$ cat config.mk
export PLATFORM = sky130hd
export DESIGN_NAME = vpsel_top
export DESIGN_NICKNAME = d
export VERILOG_FILES = /design/src/rtl/vpsel_pkg.sv /design/src/rtl/vpsel_entry_qual.sv /design/src/rtl/vpsel_prio_tree.sv /design/src/rtl/vpsel_rsp_slot.sv /design/src/rtl/vpsel_top.sv
export SDC_FILE = /design/constraint.sdc
export NUM_CORES = 1
export LEC_CHECK = 0
export ABC_AREA = 1
export BUFFER_PORTS_ARGS = -buffer_cell sky130_fd_sc_hd__buf_2
export CAP_MARGIN = 20
export CORE_AREA = 2 2 143 145
export CTS_CLUSTER_SIZE = 10
export DETAILED_ROUTE_END_ITERATION = 16
export DIE_AREA = 0 0 145 147
export PLACE_DENSITY = 0.61
export SLEW_MARGIN = 20
export SYNTH_ARGS = -nofsm -noshare
export SYNTH_HDL_FRONTEND = slang
export SYNTH_SLANG_ARGS = --single-unit
$ cat constraint.sdc
create_clock -name clk -period 15.9 [get_ports clk]
set_input_delay 3.975 -clock clk [delete_from_list [all_inputs] [get_ports clk]]
set_output_delay 3.975 -clock clk [all_outputs]
set_load 0.01 [all_outputs]
$ cat src/rtl/vpsel_pkg.sv
package vpsel_pkg;

  localparam int unsigned LR_W       = 64;
  localparam int unsigned VID_W      = 32;
  localparam int unsigned PRIO_W     = 8;

  localparam int unsigned VID_LSB    = 0;
  localparam int unsigned PRIO_LSB   = 48;
  localparam int unsigned GRP_BIT    = 60;
  localparam int unsigned STATE_LSB  = 62;

  localparam logic [PRIO_W-1:0] PRIO_IDLE   = 8'hFF;
  localparam logic [VID_W-1:0]  SPURIOUS_ID = 32'd1023;

  typedef enum logic [1:0] {
    ST_INVALID  = 2'b00,
    ST_PENDING  = 2'b01,
    ST_ACTIVE   = 2'b10,
    ST_ACT_PEND = 2'b11
  } lr_state_e;

  typedef struct packed {
    logic              qual;
    logic [PRIO_W-1:0] prio;
  } cand_t;

endpackage

$ cat src/rtl/vpsel_entry_qual.sv
module vpsel_entry_qual
  import vpsel_pkg::*;
(
  input  logic [LR_W-1:0] lr,
  input  logic            en_grp0,
  input  logic            en_grp1,
  output cand_t           cand
);

  lr_state_e         st;
  logic              grp;
  logic [PRIO_W-1:0] prio;
  logic              grp_on;

  always_comb begin
    st     = lr_state_e'(lr[STATE_LSB +: 2]);
    grp    = lr[GRP_BIT];
    prio   = lr[PRIO_LSB +: PRIO_W];
    grp_on = grp ? en_grp1 : en_grp0;
    cand.prio = prio;
    cand.qual = (st == ST_PENDING) && grp_on && (prio < PRIO_IDLE);
  end

endmodule

$ cat src/rtl/vpsel_prio_tree.sv
module vpsel_prio_tree
  import vpsel_pkg::*;
#(
  parameter int unsigned NUM_LR = 4,
  localparam int unsigned IDX_W  = (NUM_LR > 1) ? $clog2(NUM_LR) : 1,
  localparam int unsigned LVL    = (NUM_LR > 1) ? $clog2(NUM_LR) : 0,
  localparam int unsigned LEAVES = 1 << LVL,
  localparam int unsigned NODES  = 2 * LEAVES - 1
) (
  input  cand_t             cands [NUM_LR],
  output logic              root_qual,
  output logic [IDX_W-1:0]  root_idx
);

  cand_t            node_c [NODES];
  logic [IDX_W-1:0] node_i [NODES];

  for (genvar l = 0; l < LEAVES; l++) begin : g_leaf
    if (l < NUM_LR) begin : g_real
      assign node_c[LEAVES-1+l] = cands[l];
      assign node_i[LEAVES-1+l] = IDX_W'(l);
    end else begin : g_pad
      assign node_c[LEAVES-1+l] = '{qual: 1'b0, prio: PRIO_IDLE};
      assign node_i[LEAVES-1+l] = '0;
    end
  end

  for (genvar n = 0; n < LEAVES - 1; n++) begin : g_node
    logic take_left;
    always_comb begin
      take_left = node_c[2*n+1].qual &&
                  (!node_c[2*n+2].qual || (node_c[2*n+1].prio <= node_c[2*n+2].prio));
    end
    assign node_c[n] = take_left ? node_c[2*n+1] : node_c[2*n+2];
    assign node_i[n] = take_left ? node_i[2*n+1] : node_i[2*n+2];
  end

  assign root_qual = node_c[0].qual;
  assign root_idx  = node_i[0];

endmodule

$ cat src/rtl/vpsel_rsp_slot.sv
module vpsel_rsp_slot
  import vpsel_pkg::*;
(
  input  logic             clk,
  input  logic             rst_n,
  input  logic             win_none,
  input  logic             win_grp,
  input  logic [VID_W-1:0] win_vid,
  input  logic             req_valid,
  output logic             req_ready,
  input  logic             req_grp,
  output logic             rsp_valid,
  input  logic             rsp_ready,
  output logic [VID_W-1:0] rsp_id
);

  logic             accept;
  logic [VID_W-1:0] answer;

  always_comb begin
    req_ready = !rsp_valid || rsp_ready;
    accept    = req_valid && req_ready;
    answer    = (!win_none && (win_grp == req_grp)) ? win_vid : SPURIOUS_ID;
  end

  always_ff @(posedge clk) begin
    if (!rst_n) begin
      rsp_valid <= 1'b0;
      rsp_id    <= SPURIOUS_ID;
    end else begin
      if (accept) begin
        rsp_valid <= 1'b1;
        rsp_id    <= answer;
      end else if (rsp_ready) begin
        rsp_valid <= 1'b0;
      end
    end
  end

  // a stalled answer stays put
  p_hold_r7: assert property (@(posedge clk) disable iff (!rst_n)
    rsp_valid && !rsp_ready |=> rsp_valid && $stable(rsp_id));

  // accepted request yields a response next cycle
  p_accept_r7: assert property (@(posedge clk) disable iff (!rst_n)
    req_valid && req_ready |=> rsp_valid);

  // no winner means spurious answer
  p_spur_r6: assert property (@(posedge clk) disable iff (!rst_n)
    req_valid && req_ready && win_none |=> rsp_id == SPURIOUS_ID);

endmodule

$ cat src/rtl/vpsel_top.sv
module vpsel_top
  import vpsel_pkg::*;
#(
  parameter int unsigned NUM_LR = 4,
  localparam int unsigned IDX_W = (NUM_LR > 1) ? $clog2(NUM_LR) : 1
) (
  input  logic                   clk,
  input  logic                   rst_n,
  input  logic [NUM_LR*LR_W-1:0] lr_flat,
  input  logic                   en_grp0,
  input  logic                   en_grp1,
  output logic                   win_none,
  output logic [IDX_W-1:0]       win_idx,
  output logic [LR_W-1:0]        win_lr,
  input  logic                   req_valid,
  output logic                   req_ready,
  input  logic                   req_grp,
  output logic                   rsp_valid,
  input  logic                   rsp_ready,
  output logic [VID_W-1:0]       rsp_id
);

  cand_t            cands [NUM_LR];
  logic [LR_W-1:0]  lrs   [NUM_LR];
  logic             root_qual;
  logic [IDX_W-1:0] root_idx;

  for (genvar i = 0; i < NUM_LR; i++) begin : g_ent
    assign lrs[i] = lr_flat[i*LR_W +: LR_W];
    vpsel_entry_qual u_qual (
      .lr      (lrs[i]),
      .en_grp0 (en_grp0),
      .en_grp1 (en_grp1),
      .cand    (cands[i])
    );
  end

  vpsel_prio_tree #(.NUM_LR(NUM_LR)) u_tree (
    .cands     (cands),
    .root_qual (root_qual),
    .root_idx  (root_idx)
  );

  always_comb begin
    win_none = !root_qual;
    win_idx  = root_qual ? root_idx : '0;
    win_lr   = lrs[win_idx];
  end

  vpsel_rsp_slot u_slot (
    .clk       (clk),
    .rst_n     (rst_n),
    .win_none  (win_none),
    .win_grp   (win_lr[GRP_BIT]),
    .win_vid   (win_lr[VID_LSB +: VID_W]),
    .req_valid (req_valid),
    .req_ready (req_ready),
    .req_grp   (req_grp),
    .rsp_valid (rsp_valid),
    .rsp_ready (rsp_ready),
    .rsp_id    (rsp_id)
  );

  // only pending entries are reported
  p_pend_r1: assert property (@(posedge clk) disable iff (!rst_n)
    !win_none |-> win_lr[STATE_LSB +: 2] == 2'b01);

  // both groups off leaves no winner
  p_none_r2: assert property (@(posedge clk) disable iff (!rst_n)
    !en_grp0 && !en_grp1 |-> win_none && win_idx == '0);

  // winner's group is enabled
  p_grp_r3: assert property (@(posedge clk) disable iff (!rst_n)
    !win_none |-> (win_lr[GRP_BIT] ? en_grp1 : en_grp0));

  // idle priority never wins
  p_noidle_r4: assert property (@(posedge clk) disable iff (!rst_n)
    !win_none |-> win_lr[PRIO_LSB +: PRIO_W] != PRIO_IDLE);

endmodule

==> summary.txt <==
clock tree buffer depth: 2
Net Count, Synth: 1136
share of the synthesized area in the top cell type: 0.193
# rows: 52
antenna-violating nets left: 0
Crit path arrival time: 9.07 ns
kind of critical path: in2out
routed vias/inst: 4.70
Final HPWL DP: 16.0 mm
Top FF cell, synth: dfxtp_1
first-pass GRT wire length: 31.8 mm
WHS: 0.459 ns
top cells by area, synth: nand2_1 19%, dfxtp_1 14%, nand3_1 13%
Max Clock Freq: 0.0767 GHz
nets@finish: 1449
die span in y: 147 um
Synth warnings: 0
Filler Cell Count: 2284
Chip Width: 145 um
GRT Util Overall: 0.181
layout cells sized above 1: 0.341
Tightest Pin Transition: 0.901 ns
static leakage: 0.00370 uW
I/O pins: 364
Critical-path top delay cell: nand2_4
# hold bufs at CTS: 0
vias in the first global route: 6180
final hold vios: 0
max-cap viol count: 0
Worst-Skew Late Latency: 0.27 ns
CTS tree: done
pwr dens: 71.8 nW/um2
Final Power: 478 uW
Worst Setup Start Kind: input port
CTS clk-pin slew, worst paths: 0.05 ns
Post-synth EDFFs: 0
CP cell instances: buf_2, inv_1, ha_1, nand2_1, nor2_1, nor3b_1, nor2_1, nand2_1, nand2_2, o21ai_0, ha_1, a21oi_1, nor2_1, nor2_1, nand2_1, nand3_1, nand2_2, nand2_2, nand2_2, nand2_4, buf_4, nor2_1, o32ai_1, buf_2
Synth Register Bits: 33
maximum VDD drop: 0.0294 mV
Root Buffer: clkbuf_16
Final setup viols: 0
via count: 6745
Starting DRT DRC Count: 366
top cells by count, synth: 238 x nand2_1, 117 x nand3_1, 114 x nor2_1
status: completed
CP max FO: 77
most numerous cell in the Yosys netlist: nand2_1
Synth area leader: nand2_1
core box area: 19800 um2
Layout area overhead: 43.8%
CTS Buf Count: 5
die area: 21300 um2
Yosys cell types: 31
synthesized area per cell: 5.46 um2
Synth async-reset ratio: 0
grt total ovfl: 0
placer congestion estimate: 0.901
Worst Hold Class: reg2reg
Max Clock Skew: 0.00555 ns
pin count of the biggest net entering global routing: 82
share of the yosys chip area belonging to registers: 0.142
final wirelength: 20.5 mm
Max transition margin: 0.397
Post-Syn Instances: 849
Tmin final: 13.04 ns
Starting Density: 0.234
fin util: 0.336
final worst-path cycle share: 0.820
fin. max-slew vios: 0
Worst path most repeated cell: nor2_1
Crit. End Element: output pin
initial antenna violation count: 1
First-pass DRT Iterations: 6
routed len/inst: 14.3 um
clk sinks: 33
unrepaired setup endpoints after global routing: no
critical path data required time: 11.93 ns
CTS H-Tree Depth: 2
Post-CTS Setup Inserts: 0
# port buffers: 363
final setup TNS: 0 ns
CP max stage delay: 0.71 ns
cts repair resizes: 0
R2R Setup Slk: 14.19 ns
Post-Syn Area: 4640 um2
Remaining DRCs: 0
-- registers in the layout, summed over array words and instances, names as in the netlist --
name and count:
u_slot.rsp_valid 1, u_slot.rsp_id 32
-- final cells by class --
class / instances / area (um2) / area share
well taps: 270 / 338 / 0.0507
clock inverters: 1 / 30.0 / 0.00450
multi-input cells: 676 / 3320 / 0.498
inverters: 78 / 295 / 0.0443
flip-flops and latches: 33 / 661 / 0.0991
repair buffers: 368 / 1870 / 0.281
diodes: 1 / 2.50 / 0.000375
clock buffers: 7 / 143 / 0.0214
-- placed cells by master (no fill, tap or decap), types with 8 or more instances in the layout --
cell type and n:
a21oi_1 46, buf_2 363, dfxtp_1 33, ha_1 24
inv_1 73, nand2_1 238, nand2_2 9, nand3_1 117
nand4_1 23, nor2_1 114, o21ai_0 52, o22ai_1 8
o32ai_1 21
-- cells by family after synthesis --
family	synth area share
adders and majority gates	0.0648
DFF	0.142
AOI/OAI and AO/OA	0.172
and+or+nand+nor	0.480
buffers and inverters	0.141
-- critical path: cells and delay by family --
family	cells	cell delay [ns]
fa+ha+maj	2	0.56
simple gates	15	2.59
buf+inv	4	1.05
compound gates	3	0.84
-- metrics by stage --
stage / cell area (um2) / setup slack [ns] / std cells
after global routing: 6660 / 2.39 / 1433
after detailed placement: 6460 / 2.98 / 1424
after global placement: 6460 / 3.01 / 1424
after floorplan: 4640 / 4.84 / 849
after CTS: 6640 / 2.96 / 1432
final: 6670 / 2.86 / 1434
-- final timing paths --
kind                           from                end  depth (start not counted)
setup / recovery       lr_flat[247]         win_lr[61]                         24
hold / removal    u_slot.rsp_id[24]  u_slot.rsp_id[24]                          2
setup reg to reg   u_slot.rsp_valid   u_slot.rsp_id[1]                          6
hold reg to reg   u_slot.rsp_id[24]  u_slot.rsp_id[24]                          2
-- per-layer routing --
| metal | part of all wire | global-route usage |
|---|---|---|
| met5 | 0.00078 | 0 |
| met4 | 0.025 | 0.0564 |
| met3 | 0.073 | 0.0419 |
| met2 | 0.47 | 0.309 |
| met1 | 0.43 | 0.225 |
-- where the power goes --
part / internal [uW] / switching (uW)
registers: 87.5 / 2.10
clock network: 78.2 / 34.5
logic: 103 / 173
total: 269 / 209
No activity file was read; power rests on OpenSTA's default activity.
